## config.mk

```make
export PLATFORM = sky130hd
export DESIGN_NAME = scaler_phase_calc
export DESIGN_NICKNAME = d
export VERILOG_FILES = /design/src/rtl/scaler_phase_pkg.sv /design/src/rtl/phase_accum.sv /design/src/rtl/phase_encode.sv /design/src/rtl/scaler_phase_calc.sv
export SDC_FILE = /design/constraint.sdc
export NUM_CORES = 1
export LEC_CHECK = 0
export BUFFER_PORTS_ARGS = -buffer_cell sky130_fd_sc_hd__buf_2
export CAP_MARGIN = 20
export CORE_ASPECT_RATIO = 1.1
export CORE_UTILIZATION = 48
export CTS_BUF_LIST = sky130_fd_sc_hd__clkbuf_4
export CTS_CLUSTER_DIAMETER = 100
export DETAILED_ROUTE_END_ITERATION = 6
export GPL_TIMING_DRIVEN = 0
export PLACE_DENSITY = 0.78
export SYNTH_ARGS = -nofsm -noshare
export SYNTH_HDL_FRONTEND = slang
export SYNTH_HIERARCHICAL = 1
export SYNTH_SLANG_ARGS = --single-unit
export TNS_END_PERCENT = 1
```

## constraint.sdc

```tcl
create_clock -name clk -period 0.8 [get_ports clk]
set_input_delay 0.04 -clock clk [delete_from_list [all_inputs] [get_ports clk]]
set_output_delay 0.04 -clock clk [all_outputs]
set_load 0.02 [all_outputs]
```

## src/rtl/scaler_phase_pkg.sv

```systemverilog
package scaler_phase_pkg;

  typedef enum logic {
    SUB_BY_ONE = 1'b0,
    SUB_BY_TWO = 1'b1
  } sub_factor_e;

endpackage

```

## src/rtl/phase_accum.sv

```systemverilog
module phase_accum
  import scaler_phase_pkg::*;
#(
  parameter int SCALE_W = 32,
  parameter int FRAC_W  = 16,
  localparam int ACC_W  = SCALE_W + 2
) (
  input  logic [SCALE_W-1:0]      scale,
  input  sub_factor_e             sub_f,
  input  logic                    cosited,
  output logic signed [ACC_W-1:0] phase
);

  localparam logic signed [ACC_W-1:0] START_PH = -(ACC_W'(2 ** (FRAC_W - 1)));
  localparam logic signed [ACC_W-1:0] COS_OFF  = ACC_W'(2 ** (FRAC_W - 2));

  // raw phase: edge start, optional siting shift, half a destination step
  function automatic logic signed [ACC_W-1:0] raw_phase(
    input logic [SCALE_W-1:0] sc,
    input sub_factor_e        sf,
    input logic               cs
  );
    logic signed [ACC_W-1:0] acc;
    logic signed [ACC_W-1:0] step;
    acc = START_PH;
    if (cs && sf == SUB_BY_TWO) acc = acc + COS_OFF;
    if (sf == SUB_BY_TWO) step = ACC_W'(sc >> 2);
    else                  step = ACC_W'(sc >> 1);
    return acc + step;
  endfunction

  assign phase = raw_phase(scale, sub_f, cosited);

endmodule

```

## src/rtl/phase_encode.sv

```systemverilog
module phase_encode #(
  parameter int ACC_W  = 34,
  parameter int FRAC_W = 16,
  localparam int FIELD_W = FRAC_W - 2
) (
  input  logic signed [ACC_W-1:0] phase,
  output logic [FRAC_W-1:0]       word,
  output logic                    is_neg,
  output logic                    out_of_range
);

  localparam logic signed [ACC_W-1:0] ONE_PX = ACC_W'(2 ** FRAC_W);
  localparam logic signed [ACC_W-1:0] LO_LIM = -(ACC_W'(2 ** (FRAC_W - 1)));
  localparam logic signed [ACC_W-1:0] HI_LIM = ACC_W'(3 * (2 ** (FRAC_W - 1)));

  function automatic logic [FRAC_W-1:0] pack_word(input logic signed [ACC_W-1:0] p);
    logic signed [ACC_W-1:0] used;
    logic                    trip;
    trip = ~p[ACC_W-1];
    used = trip ? p : p + ONE_PX;
    return {1'b0, trip, used[FRAC_W-1:2]};
  endfunction

  function automatic logic range_bad(input logic signed [ACC_W-1:0] p);
    return (p < LO_LIM) || (p > HI_LIM);
  endfunction

  assign is_neg       = phase[ACC_W-1];
  assign word         = pack_word(phase);
  assign out_of_range = range_bad(phase);

endmodule

```

## src/rtl/scaler_phase_calc.sv

```systemverilog
module scaler_phase_calc
  import scaler_phase_pkg::*;
#(
  parameter int SCALE_W = 32,
  parameter int FRAC_W  = 16
) (
  input  logic               clk,
  input  logic               rst_n,
  input  logic               in_valid,
  input  logic [SCALE_W-1:0] scale_in,
  input  logic               sub_sel,
  input  logic               cosited,
  output logic               out_valid,
  output logic [FRAC_W-1:0]  phase_word,
  output logic               range_err
);

  localparam int ACC_W = SCALE_W + 2;

  sub_factor_e             sub_f;
  logic signed [ACC_W-1:0] raw_phase;
  logic                    raw_neg;
  logic [FRAC_W-1:0]       enc_word;
  logic                    enc_err;

  assign sub_f = sub_factor_e'(sub_sel);

  phase_accum #(.SCALE_W(SCALE_W), .FRAC_W(FRAC_W)) u_accum (
    .scale   (scale_in),
    .sub_f   (sub_f),
    .cosited (cosited),
    .phase   (raw_phase)
  );

  phase_encode #(.ACC_W(ACC_W), .FRAC_W(FRAC_W)) u_encode (
    .phase        (raw_phase),
    .word         (enc_word),
    .is_neg       (raw_neg),
    .out_of_range (enc_err)
  );

  always_ff @(posedge clk or negedge rst_n) begin
    if (!rst_n) begin
      out_valid  <= 1'b0;
      phase_word <= '0;
      range_err  <= 1'b0;
    end else begin
      out_valid <= in_valid;
      if (in_valid) begin
        phase_word <= enc_word;
        range_err  <= enc_err;
      end
    end
  end

endmodule

```

# Yosys cells after proc, flatten, opt, wreduce, memory -nomap -nowiden
# Cells that the tools add are included.
# op_classes
addsub	2
multipliers	0
div	0
order_cmp	2
n_eq_ne	0
shift	0
mux	3
bitwise_logic	1
n_reduce_logical	2
# op_table
cell	n
$add A16 B32 Y33	1
$gt A33 B18 Y1 const B	1
$lt A33 B16 Y1 const B	1
$mux W31	1
$add A16 B1 Y16 const B	1
$mux W16	1
$mux W15	1
$logic_and A1 B1 Y1	1
$logic_or A1 B1 Y1	1
$not A1 Y1	1
# word_totals
ff_bits	17
latchBits	0
mem_bits_rw	0
rom_bits	0
input_bits	37
out_inout_bits	18
wordCells	13
mem_count	0

# Depth between registers and ports, before layout
# logic_depth
word_depth	5
depth_mapped	18

# Hierarchy
# The synthesis kept the hierarchy.
# modules_own_cells
mod	instances	cells_each	area_each_um2
phase_accum	1	119	838.3
scaler_phase_calc	1	37	710.7
phase_encode	1	36	260.2

# Worst setup path after synthesis
# No wires, ideal clock.
# synth_path
path_kind	in2reg
start	input port sub_sel
end	register range_err
setup_time_ns	0.125
arrival_ns	3.489
required_ns	0.675
path_slack_ns	-2.813
stages	17
n_path_buf	3
cell_sequence	buf_2 > buf_1 > mux2_2 > ha_1 > inv_1 > ha_1 > or3b_2 > buf_2 > nor4_1 > nand2b_1 > nand3_1 > o221ai_1 > nor4_1 > nand4_1 > a311oi_1 > a41oi_1 > mux2_2
# synth_via
elab_chain_cells	5
# synth_rtl
item	line	source
from (decl)	scaler_phase_calc.sv:11	input logic sub_sel,
$logic_and A1 B1 Y1	phase_accum.sv:26	if (cs && sf == SUB_BY_TWO) acc = acc + COS_OFF;
$mux W15	phase_accum.sv:26	
$add A16 B32 Y33 *	phase_accum.sv:29	return acc + step;
net raw_phase[24]	scaler_phase_calc.sv:21	logic signed [ACC_W-1:0] raw_phase;
$lt A33 B16 Y1 or $gt A33 B18 Y1 (tied branches)	phase_encode.sv:25	return (p < LO_LIM) || (p > HI_LIM);
$logic_or A1 B1 Y1 *	phase_encode.sv:25	
net enc_err	scaler_phase_calc.sv:24	logic enc_err;
to (signal assigned)	scaler_phase_calc.sv:51	range_err <= enc_err;
to (decl)	scaler_phase_calc.sv:15	output logic range_err
# The timed path passes the listed nets; every way through them passes the cells marked *.
# A chain may end at the register's enable or synchronous reset.

# Worst setup path in the final report
# Ends and elaborated chain as after synthesis.

==> metrics.txt <==
# TYPE chip_impl_metric gauge
chip_impl_info{name="clock_tree_from_tritoncts",value="done"} 1
chip_impl_metric{name="detail_route.drc_violations",unit=""} 0
chip_impl_metric{name="final_setup_violation_count",unit=""} 34
chip_impl_metric{name="hold_path_depth",unit=""} 3
chip_impl_metric{name="cap_viol_max_count",unit=""} 0
chip_impl_metric{name="io_pins",unit=""} 55
chip_impl_metric{name="wp_data_required",unit="ps"} 970
chip_impl_metric{name="hold_slack",unit="ps"} 178.3
chip_impl_info{name="worstPathCellList",value="buf_12 > buf_8 > mux2_4 > ha_4 > inv_2 > ha_4 > or3b_4 > nor4_4 > buf_4 > o21ai_1 > nand2_1 > o211ai_1 > or3_1 > a311oi_2 > a41oi_2 > mux2_4"} 1
chip_impl_info{name="clock-root-buffer",value="sky130_fd_sc_hd__clkbuf_4"} 1
chip_impl_metric{name="final_core_utilization",unit="%"} 72.08
chip_impl_metric{name="cts.reportedPaths.clkPinSlew",unit="ps"} 90
chip_impl_info{name="timing.rr.start",value="phase_word[12]$_DFFE_PN0P_"} 1
chip_impl_metric{name="clk_latency",unit="ps"} 280
chip_impl_metric{name="pwr-share-comb",unit="%"} 46.3
chip_impl_metric{name="antenna_cells_inserted",unit=""} 0
chip_impl_metric{name="min_period_over_period",unit="%"} 364.0
chip_impl_metric{name="p_sw",unit="uW"} 950.4
chip_impl_metric{name="synthesis.nets",unit=""} 230
chip_impl_metric{name="first_iter_violations",unit=""} 88
chip_impl_metric{name="routabilityCongestion",unit=""} 0.8221
chip_impl_metric{name="r2r_setup_slack",unit="ps"} 20
chip_impl_metric{name="core",unit="mm^2"} 0.003468
chip_impl_info{name="end_kind",value="register"} 1
chip_impl_metric{name="grt_pass1_vias",unit=""} 1580
chip_impl_info{name="critical_path.slowest_cell",value="sky130_fd_sc_hd__or3b_4"} 1
chip_impl_info{name="violations",value="setup timing"} 1
chip_impl_metric{name="grt_start_max_net_pins",unit=""} 19
chip_impl_metric{name="area_growth",unit="%"} 38.75
chip_impl_metric{name="detail_route.wirelength",unit="mm"} 4.622
chip_impl_metric{name="detailroute.via_count",unit=""} 1669
chip_impl_metric{name="r2r.worst_path.cells",unit=""} 1
chip_impl_info{name="unrepaired_setup_endpoints_after_global_routing",value="yes"} 1
chip_impl_metric{name="post_synth.cell_area_avg",unit="um^2"} 9.433
chip_impl_metric{name="cts_inserted_buffers",unit=""} 3
chip_impl_metric{name="syn-instance-count",unit=""} 191
chip_impl_metric{name="p_clk_share",unit="%"} 15.6
chip_impl_metric{name="grt_first_pass_wirelength",unit="mm"} 6.775
chip_impl_metric{name="antenna_violations_before_repair",unit=""} 0
chip_impl_metric{name="fmax",unit="MHz"} 343.4
chip_impl_metric{name="cts.htree.levels",unit=""} 1
chip_impl_metric{name="clkSinkCount",unit=""} 18
chip_impl_metric{name="overflow",unit=""} 0
chip_impl_metric{name="starting_utilization_of_the_core_area",unit="%"} 51.95
chip_impl_metric{name="p_int",unit="uW"} 1849
chip_impl_metric{name="totalPowerFinal",unit="uW"} 2799
chip_impl_metric{name="finalMaxSlewViolations",unit=""} 0
chip_impl_metric{name="grtUsageTotal",unit="%"} 22.52
chip_impl_metric{name="vdd_drop_max",unit="mV"} 0.8789
chip_impl_metric{name="floorplan.die.width",unit="um"} 60.42
chip_impl_metric{name="final_layout_size_suffix_gt1_share",unit="%"} 57.25
chip_impl_metric{name="place.port_buffers",unit=""} 49
chip_impl_metric{name="die-height",unit="um"} 66.26
chip_impl_metric{name="largest_fanout_on_the_critical_path",unit=""} 7
chip_impl_metric{name="cts_buffer_depth",unit=""} 2
chip_impl_metric{name="synth_warnings",unit=""} 6
chip_impl_metric{name="fill_cells",unit=""} 263
chip_impl_metric{name="detail_route.first_pass.iterations",unit=""} 5
chip_impl_info{name="critical_path.startpoint",value="sub_sel"} 1
chip_impl_metric{name="p_seq_share",unit="%"} 38.1
chip_impl_info{name="min_path_type",value="in2reg"} 1
chip_impl_info{name="worst_setup_path_start_kind",value="input port"} 1
chip_impl_metric{name="worst-slew-pin-transition",unit="ps"} 562.4
chip_impl_info{name="setup.worst_path.class",value="in2reg"} 1
chip_impl_metric{name="rows",unit=""} 22
chip_impl_metric{name="maxSlewHeadroom",unit="%"} 62.43
chip_impl_metric{name="critical_path_buf_inv_count",unit=""} 4
chip_impl_metric{name="postLayoutSetupSlackWorst",unit="ps"} -2112
chip_impl_metric{name="synthesis.area",unit="mm^2"} 0.001802
chip_impl_metric{name="dp_hpwl",unit="mm"} 3.256
chip_impl_info{name="hold_end",value="phase_word[1]$_DFFE_PN0P_"} 1
chip_impl_info{name="capture_instance_of_the_worst_register_to_register_path",value="phase_word[12]$_DFFE_PN0P_"} 1
chip_impl_metric{name="finalWorstPathRequiredPeriod",unit="ps"} 2912
chip_impl_metric{name="via_per_inst",unit=""} 5.508
chip_impl_metric{name="hold_violations",unit=""} 0
chip_impl_metric{name="die-area",unit="mm^2"} 0.004003
chip_impl_metric{name="routedWlPerCell",unit="um"} 15.25
chip_impl_metric{name="total_leakage_power",unit="uW"} 0.001044
chip_impl_metric{name="crit_path_largest_cell_delay",unit="ps"} 420
chip_impl_metric{name="swShare",unit="%"} 33.95
chip_impl_info{name="critical-path-top-delay-family",value="simple AND/OR/NAND/NOR gates"} 1
chip_impl_metric{name="skew",unit="ps"} 0
chip_impl_metric{name="detail-route-antenna-nets",unit=""} 0
chip_impl_info{name="worst_hold_startpoint",value="in_valid"} 1
chip_impl_info{name="run_status",value="finished, violations left"} 1
chip_impl_metric{name="cp_data_arrival_time",unit="ps"} 3090
chip_impl_metric{name="power_per_unit_of_standard_cell_area",unit="mW/mm^2"} 1120
chip_impl_metric{name="nNetsFinal",unit=""} 296
[repair_timing]
action                                 4_1_cts  5_1_grt
setup buffers                                6        5
endpoints found under the hold margin       19        0
hold buffers                                 2        0
resized for setup                           11       28
pin swaps                                    5        9
setup endpoints to repair                   34       34
[sequential cells by signal (all words and copies together) (netlist names)]
name,flops
range_err,1
phase_word,16
out_valid,1
[power by group through the flow]
stage / Sequential, uW / Combinational [uW] / Clock [uW]
4_1_cts: 1060 / 1180 / 455
6_report: 1070 / 1300 / 436
3_3_place_gp: 1080 / 1120 / 0
2_1_floorplan: 1210 / 662 / 0
5_1_grt: 1080 / 1390 / 486
3_5_place_dp: 1080 / 1140 / 0
[through the flow]
stage               setup TNS (ps)  instances  cell area [um^2]  worst slack [ps]
floorplan                    -8932        191              1904             -2298
global placement            -10290        288              2210             -2590
detailed placement          -10330        288              2210             -2573
CTS                          -6657        298              2331             -2101
global route                 -8409        303              2500             -2191
finish                       -7522        303              2500             -2112
[worst max-delay path by stage]
stage	cells past startpoint	endpoint
6_report	16	range_err$_DFFE_PN0P_
3_5_place_dp	16	range_err$_DFFE_PN0P_
3_3_place_gp	16	range_err$_DFFE_PN0P_
2_1_floorplan	16	range_err$_DFFE_PN0P_
4_1_cts	15	range_err$_DFFE_PN0P_
5_1_grt	16	range_err$_DFFE_PN0P_
[worst min-delay path: cells and delay by family]
kind	cells	cell delay, ps
muxes	1	150
buffers and inverters	2	230
[layout by cell type (no fill, tap or decap), types with 3 or more instances in the layout]
cell	n
sky130_fd_sc_hd__clkbuf_1	3
sky130_fd_sc_hd__nand2_1	10
sky130_fd_sc_hd__buf_12	4
sky130_fd_sc_hd__nor4_2	7
sky130_fd_sc_hd__buf_6	7
sky130_fd_sc_hd__nor2_1	13
sky130_fd_sc_hd__dfrtp_1	18
sky130_fd_sc_hd__mux2_4	15
sky130_fd_sc_hd__buf_2	47
sky130_fd_sc_hd__o21ai_0	3
sky130_fd_sc_hd__xnor2_1	6
sky130_fd_sc_hd__buf_4	22
sky130_fd_sc_hd__xor2_1	9
sky130_fd_sc_hd__nand4_1	7
sky130_fd_sc_hd__clkbuf_4	3
sky130_fd_sc_hd__o211ai_1	4
sky130_fd_sc_hd__nor4_4	3
sky130_fd_sc_hd__mux2_2	17
sky130_fd_sc_hd__a21oi_1	5
[area by class of cell]
cell class              instances  area, um^2  share of cell area, %
plain buffers                  26       265.3                  10.61
clock buffers                   3       22.52                 0.9009
inverters                       4       15.01                 0.6006
multi-input cells             142        1306                  52.25
flip-flops and latches         18       450.4                  18.02
well taps                      48       60.06                  2.402
repair buffers                 62       380.4                  15.22
[routing by layer]
layer | vias to the layer above | track usage (%) | routed length (um) | part of all wire (%)
li1 | 822 | - | - | -
met1 | 793 | 27.23 | 1972 | 43
met2 | 47 | 40.66 | 2396 | 52
met3 | 7 | 3.523 | 201 | 4.3
met4 | 0 | 5.682 | 51 | 1.1
met5 | - | 0 | 0 | 0
Note: power is estimated with default switching activity, not from simulation.
